File: src/rtl/halt_ctrl.sv
module halt_ctrl #(
  parameter int ADDR_W = 32,
  parameter int OP_W   = 3,
  parameter int LEN_W  = 3,
  parameter int PRIO_W = 5
) (
  input  logic              clk,
  input  logic              rst_n,
  input  logic              req,
  input  logic [OP_W-1:0]   req_op,
  input  logic [ADDR_W-1:0] req_pc,
  input  logic [LEN_W-1:0]  req_len,
  input  logic              is_super,
  input  logic              flt_busy,
  input  logic              bus_idle,
  input  logic              irq_pend,
  input  logic [PRIO_W-1:0] irq_prio,
  input  logic [PRIO_W-1:0] proc_prio,
  output logic              busy,
  output logic              halted,
  output logic              fault_vld,
  output logic [1:0]        fault_code,
  output logic              ien_wr,
  output logic              ien_wdata,
  output logic              resume_vld,
  output logic [ADDR_W-1:0] resume_pc
);
  localparam logic [PRIO_W-1:0] PRIO_TOP = {PRIO_W{1'b1}};
  localparam logic [OP_W-1:0]   OP_LAST  = OP_W'(2);
  localparam logic [1:0] FC_PRIV = 2'd1;
  localparam logic [1:0] FC_OPND = 2'd2;

  typedef enum logic [2:0] {IDLE, SYNC, CHECK, WAIT_BUS, HALTED, WAKE} st_t;
  st_t st;

  logic [OP_W-1:0] op_q;
  logic            sup_q;
  logic            wake;

  assign wake       = irq_pend && (irq_prio > proc_prio || irq_prio == PRIO_TOP);
  assign busy       = (st != IDLE);
  assign halted     = (st == HALTED);
  assign resume_vld = (st == WAKE);

  always_ff @(posedge clk or negedge rst_n) begin
    if (!rst_n) begin
      st         <= IDLE;
      op_q       <= '0;
      sup_q      <= 1'b0;
      resume_pc  <= '0;
      fault_vld  <= 1'b0;
      fault_code <= 2'd0;
      ien_wr     <= 1'b0;
      ien_wdata  <= 1'b0;
    end else begin
      fault_vld <= 1'b0;
      ien_wr    <= 1'b0;
      unique case (st)
        IDLE: if (req) begin
          op_q      <= req_op;
          sup_q     <= is_super;
          resume_pc <= req_pc + ADDR_W'(req_len);
          st        <= SYNC;
        end
        SYNC: if (!flt_busy) st <= CHECK;
        CHECK: begin
          if (!sup_q) begin
            fault_vld  <= 1'b1;
            fault_code <= FC_PRIV;
            st         <= IDLE;
          end else if (op_q > OP_LAST) begin
            fault_vld  <= 1'b1;
            fault_code <= FC_OPND;
            st         <= IDLE;
          end else begin
            if (op_q != OP_LAST) begin
              ien_wr    <= 1'b1;
              ien_wdata <= op_q[0];
            end
            st <= WAIT_BUS;
          end
        end
        WAIT_BUS: if (bus_idle) st <= HALTED;
        HALTED:   if (wake) st <= WAKE;
        WAKE:     st <= IDLE;
        default:  st <= IDLE;
      endcase
    end
  end

  a_r10_resume_one_cycle: assert property (@(posedge clk) disable iff (!rst_n)
    resume_vld |=> !resume_vld);

  a_r9_wake_on_qualified_irq: assert property (@(posedge clk) disable iff (!rst_n)
    (halted && wake) |=> (resume_vld && !halted));

  a_r9_stay_halted: assert property (@(posedge clk) disable iff (!rst_n)
    (halted && !wake) |=> halted);

  a_r8_bus_quiet_before_halt: assert property (@(posedge clk) disable iff (!rst_n)
    $rose(halted) |-> $past(bus_idle));

  a_r3_r7_fault_no_halt: assert property (@(posedge clk) disable iff (!rst_n)
    fault_vld |-> (!busy && !ien_wr));

  a_r3_r7_fault_pulse: assert property (@(posedge clk) disable iff (!rst_n)
    fault_vld |=> !fault_vld);

  a_r2_hold_in_sync: assert property (@(posedge clk) disable iff (!rst_n)
    (st == SYNC && flt_busy) |=> (st == SYNC && !fault_vld && !ien_wr));

  a_r4_r5_write_pulse: assert property (@(posedge clk) disable iff (!rst_n)
    ien_wr |=> !ien_wr);
endmodule

File: config.mk
export PLATFORM = sky130hd
export DESIGN_NAME = halt_ctrl
export DESIGN_NICKNAME = d
export VERILOG_FILES = /design/src/rtl/halt_ctrl.sv
export SDC_FILE = /design/constraint.sdc
export NUM_CORES = 1
export LEC_CHECK = 0
export BUFFER_PORTS_ARGS = -buffer_cell sky130_fd_sc_hd__buf_2
export CORE_MARGIN = 5
export CORE_UTILIZATION = 44
export DETAILED_ROUTE_END_ITERATION = 10
export PLACE_DENSITY = 0.76
export SYNTH_ARGS = -nofsm -noshare
export SYNTH_HDL_FRONTEND = slang
export SYNTH_SLANG_ARGS = --single-unit
File: constraint.sdc
create_clock -name clk -period 2 [get_ports clk]
set_clock_uncertainty 0.15 [all_clocks]
set_input_delay 0.1 -clock clk [delete_from_list [all_inputs] [get_ports clk]]
set_output_delay 0.1 -clock clk [all_outputs]
set_load 0.005 [all_outputs]
; ---- Yosys cells after proc, flatten, opt, wreduce, memory -nomap -nowiden
; Index checks and enable logic that the tools add are counted.
[word_totals]
out_inout_bits = 40
input_bits = 55
elab_cells = 48
regBits = 44
[classes]
bitwise_logic = 1
eq_ne = 12
reduce_logical = 8
magnitude_cmp = 2
n_addsub = 1
n_mux = 16
[op_table]
columns = op, count
row1 = $add 32x3->32, 1
row2 = $pmux 3 s5, 1
row3 = $mux 3, 4
row4 = $mux 2, 4
row5 = $reduce_and 4->1, 2
row6 = $mux 1, 7
row7 = $eq 3x2->1 const B, 2
row8 = $eq 3x3->1 const B, 2
row9 = $ne 2x2->1 const B, 3
row10 = $eq 5x5->1 const B, 1
row11 = $gt 5x5->1, 1
row12 = $ne 2x1->1 const B, 2
row13 = $reduce_and 2->1, 2
row14 = $eq 3x1->1 const B, 1
row15 = $gt 3x2->1 const B, 1
row16 = $logic_not 3->1, 1
row17 = $ne 3x2->1 const B, 1
row18 = $reduce_bool 3->1, 1
row19 = $logic_and 1x1->1, 1
row20 = $logic_or 1x1->1, 1
row21 = $not 1->1, 1

; ---- Longest topological paths before layout
[logic_depth]
depth_word = 5
mapped_depth = 7
mapped_depth_nobuf = 7

; ---- Worst setup path before layout
; OpenSTA, ideal clock, no wires.
[synth_timing]
path_kind = flip-flop to flip-flop
from = register st[0]
to = register ien_wdata
stages_incl_launch_ff = 6
arrival_ns = 1.624
setup_ns = 0.125
t_required_ns = 1.725
setup_slack_ns = 0.101
n_path_buf = 2
synth_period_minus_slack_ns = 1.899
cell_sequence = dfrtp_1 clkbuf_1 or3b_2 clkbuf_1 nor3_2 mux2_2
[synth_between]
elab_chain_cells = 2
[synth_lines]
columns = item, line
row1 = start: declaration, 34  ; st_t st;
row2 = start signal: assignment, 47  ; st <= IDLE;
row3 = start signal: assignment, 63  ; st <= SYNC;
row4 = start signal: assignment, 65  ; SYNC: if (!flt_busy) st <= CHECK;
row5 = $eq 3x2->1, 58  ; unique case (st)
row6 = $reduce_and 4->1 (no line), -
row7 = end signal: assignment, 78  ; ien_wdata <= op_q[0];
row8 = end: declaration, 24  ; output logic ien_wdata,
; No other way between the ends.
; A chain may end at the register's enable or synchronous reset.

; ---- Final worst setup path
[layout_timing]
from = register sup_q
to = register st[0]
[layout_between]
elab_chain_cells = 2
[layout_lines]
columns = item, line
row1 = start: declaration, 37  ; logic sup_q;
row2 = start signal: assignment, 61  ; sup_q <= is_super;
row3 = $mux 2, 67  ; if (!sup_q) begin
row4 = $pmux 3 s5, 58
row5 = end signal: assignment, 63
row6 = end signal: assignment, 65
row7 = end signal: assignment, 70  ; st <= IDLE;
; No other way between the ends.

==> impl_metrics.csv <==
group,metric,value,unit
outcome,status,"complete, but fails checks",
outcome,violations,"hold timing",
timing,setup-violations-final,0,
synth,ys_types,44,
floorplan,fp.dieArea,7240,µm²
clock_network,clock_path_buffers,2,
finish,drive_gt1_frac,0.358,
global_routing,grt_overflow,0,
worst_hold_path,holdPathStages,3,
synth,ys_ff_latch,44,
synth,avgSynthCellArea,9.62,µm²
worst_hold_path,min_path_type,"input pin to register",
synth,yosysTopAreaCell,"dfrtp_1",
worst_hold_path,hp-start,"req_pc[11]",
floorplan,initial_utilization,0.451,
clock_network,htree_levels,2,
timing,max_freq,524,MHz
setup_path,cp-start-kind,"register",
setup_path,cp-startpoint,"sup_q$_DFFE_PN0P_",
floorplan,ioPinCount,95,
detailed_routing,final_antenna_net_count,0,
timing,whs,-0.00203,ns
setup_path,r2r-start,"sup_q$_DFFE_PN0P_",
synth,ys_warn_count,0,
global_routing,grt_pass1_vias,2301,
clock_network,numCtsBuffers,5,
setup_path,cp_data_required_time,2.04,ns
finish,syn_to_final_growth,43.0,%
setup_path,worstPathArrival,1.95,ns
synth,synthFlopType,"dfrtp_1",
floorplan,die_y,85.1,µm
synth,synth_nets,322,
synth,synthTopCellsByCount,"44 x dfrtp_1, 41 x nand2_1, 28 x o21ai_0",
synth,yosys-top-cells-area,"dfrtp_1 44%, xor2_1 7.4%, nand2_1 6.2%",
floorplan,fp-row-count,27,
synth,synthesis.area,2480,µm²
synth,async_flop_share,1.00,
finish,fillers,479,
global_routing,grt_max_degree,45,
detailed_routing,drt_pass1_iterations,4,
placed_design,dp_worst_setup_slack,-0.0513,ns
global_routing,grt.total_usage,0.180,
setup_path,reg2reg_depth,6,
setup_path,crit_slowest_cell,"dlygate4sd3_1",
detailed_routing,drt_iter0_drc,61,
global_routing,antenna_found_initial,0,
timing,fin_crit,1.91,ns
detailed_routing,drc,0,
timing,fin_crit_sh,0.954,
clock_network,clkTransAtPathRegs,0.09,ns
pwr,finalPower,3.75,mW
clock_network,cts-root-buf,"clkbuf_8",
floorplan,die_x,85.1,µm
setup_path,endpoint_kind,"register",
finish,diodes,0,
pwr,irDropWorstVdd,0.507,mV
detailed_routing,vias_per_cell,5.00,
setup_path,crit_fanout,4,
clock_network,cts_sinks,44,
detailed_routing,wirelength,6480,µm
detailed_routing,vias,2343,
timing,slew_viol_final,0,
floorplan,core,5510,µm²
job,drv_cap,0,
synth,yosysMostFrequentCell,"dfrtp_1",
pwr,power.density,1060,nW/µm²
finish,finalNetCount,460,
setup_path,worstSetupPathType,"register to register",
synth,synth.top_cell.area_share,0.444,
detailed_routing,wl_per_cell,13.8,µm
clock_network,clock_latency,0.30,ns
synth,seq_area_frac_synth,0.444,
synth,synth_edf_count,0,
placed_design,io_buffers,94,
synth,synth_cells,258,
global_routing,grt_pass1_wl,10700,µm
timing,worst_pin_slew,0.554,ns
timing,worst_slack,0.0912,ns
timing,relSlewSlack,0.631,
pwr,power.leakage,1.71,nW
placed_design,place_congestion,0.776,
setup_path,crit_path_max_incr_delay,0.57,ns
clock_network,cts_tree,"built",
timing,hold_viol,1,
setup_path,crit_chain,"nand2b_1, a21oi_1, and2_4, o31ai_2, o21ai_1, dlygate4sd3_1",
placed_design,dp_hpwl,4710,µm
[cell usage in the layout, fill, tap and decap left out, drive strengths merged, types with 2 or more instances in the layout]
cell type	count
buf	113
dfrtp	44
nand2	41
o21ai	35
dlygate4sd3	27
xor2	21
nand3	13
nand4	12
nor2	9
xnor2	9
ha	8
inv	8
mux2	7
and3	7
clkbuf	5
a21oi	5
nand2b	4
a31oi	3
nor3	3
nor2b	2
and2	2
nor4	2
[timing repair]
item                                   CTS  global route
setup endpoints to repair                0            15
gates resized for setup                  0             6
hold buffers                            27             0
setup buffers                            0            10
endpoints found under the hold margin   69             0
[power by group]
group | leakage [nW] | internal, mW | switching, mW
clock | 0.0548 | 0.376 | 0.322
combinational | 1.10 | 0.786 | 0.714
sequential | 0.546 | 1.30 | 0.252
total | 1.71 | 2.47 | 1.29
[registers in the layout (all words and copies together), names as in the netlist]
signal	flops
ien_wdata	1
st	3
fault_vld	1
sup_q	1
ien_wr	1
resume_pc	32
fault_code	2
op_q	3
[layout make-up]
type	instances	area [µm²]	share of cell area
clock inverters	3	46.3	0.0130
well taps	72	90.1	0.0254
multi-input cells	198	1330	0.376
inverters	7	26.3	0.00740
clock buffers	5	68.8	0.0194
repair buffers	140	883	0.249
flip-flops and latches	44	1100	0.310
[layer usage]
layer	up-vias	wire (µm)	share of wire	global-route usage
met5	-	0	0	0
met4	0	106	0.016	0.0489
met3	9	244	0.038	0.0282
met2	51	3310	0.51	0.319
met1	1106	2820	0.44	0.226
li1	1177	-	-	-
[per-stage QoR]
stage	area [µm²]	util	hold WS, ns	instances	setup TNS [ns]
after floorplan	2480	-	-0.346	258	0
after CTS	3440	0.625	0.00210	459	0
final	3550	0.645	-0.00203	469	0
after global placement	3060	0.555	0.0604	424	0
after detailed placement	3060	0.555	0.0636	424	-0.0720
after global routing	3550	0.645	0.0234	469	-0.00485
[worst paths after layout]
kind                                             endpoint  slack, ns
max in group asynchronous       resume_pc[22]$_DFFE_PN0P_       1.07
worst min register to register  resume_pc[19]$_DFFE_PN0P_       0.33
min in group asynchronous             op_q[0]$_DFFE_PN0P_       0.25
worst min-delay path            resume_pc[11]$_DFFE_PN0P_     -0.002
worst max-delay path                    st[0]$_DFFE_PN0P_       0.09
worst max register to register          st[0]$_DFFE_PN0P_       0.09
[cells by family (layout without fill, tap and decap cells)]
kind of cell               after synthesis  in the layout  synth area share
xor gates and xnor gates                30             30             0.106
DFF                                     44             44             0.444
and+or+nand+nor                        103            103             0.226
AOI/OAI and AO/OA                       48             48             0.109
adders and majority gates                9              9            0.0484
buffers and inverters                   16            155            0.0318
muxes                                    8              8            0.0358
[critical path: cells and delay by family, from the launching register on]
| family | cells | cell delay [ns] |
|---|---|---|
| AND/OR/NAND/NOR | 2 | 0.29 |
| buffers and inverters | 1 | 0.57 |
| AO/OA/AOI/OAI | 3 | 0.38 |
| flip-flops | 1 | 0.41 |
(Power assumes the default switching activity.)
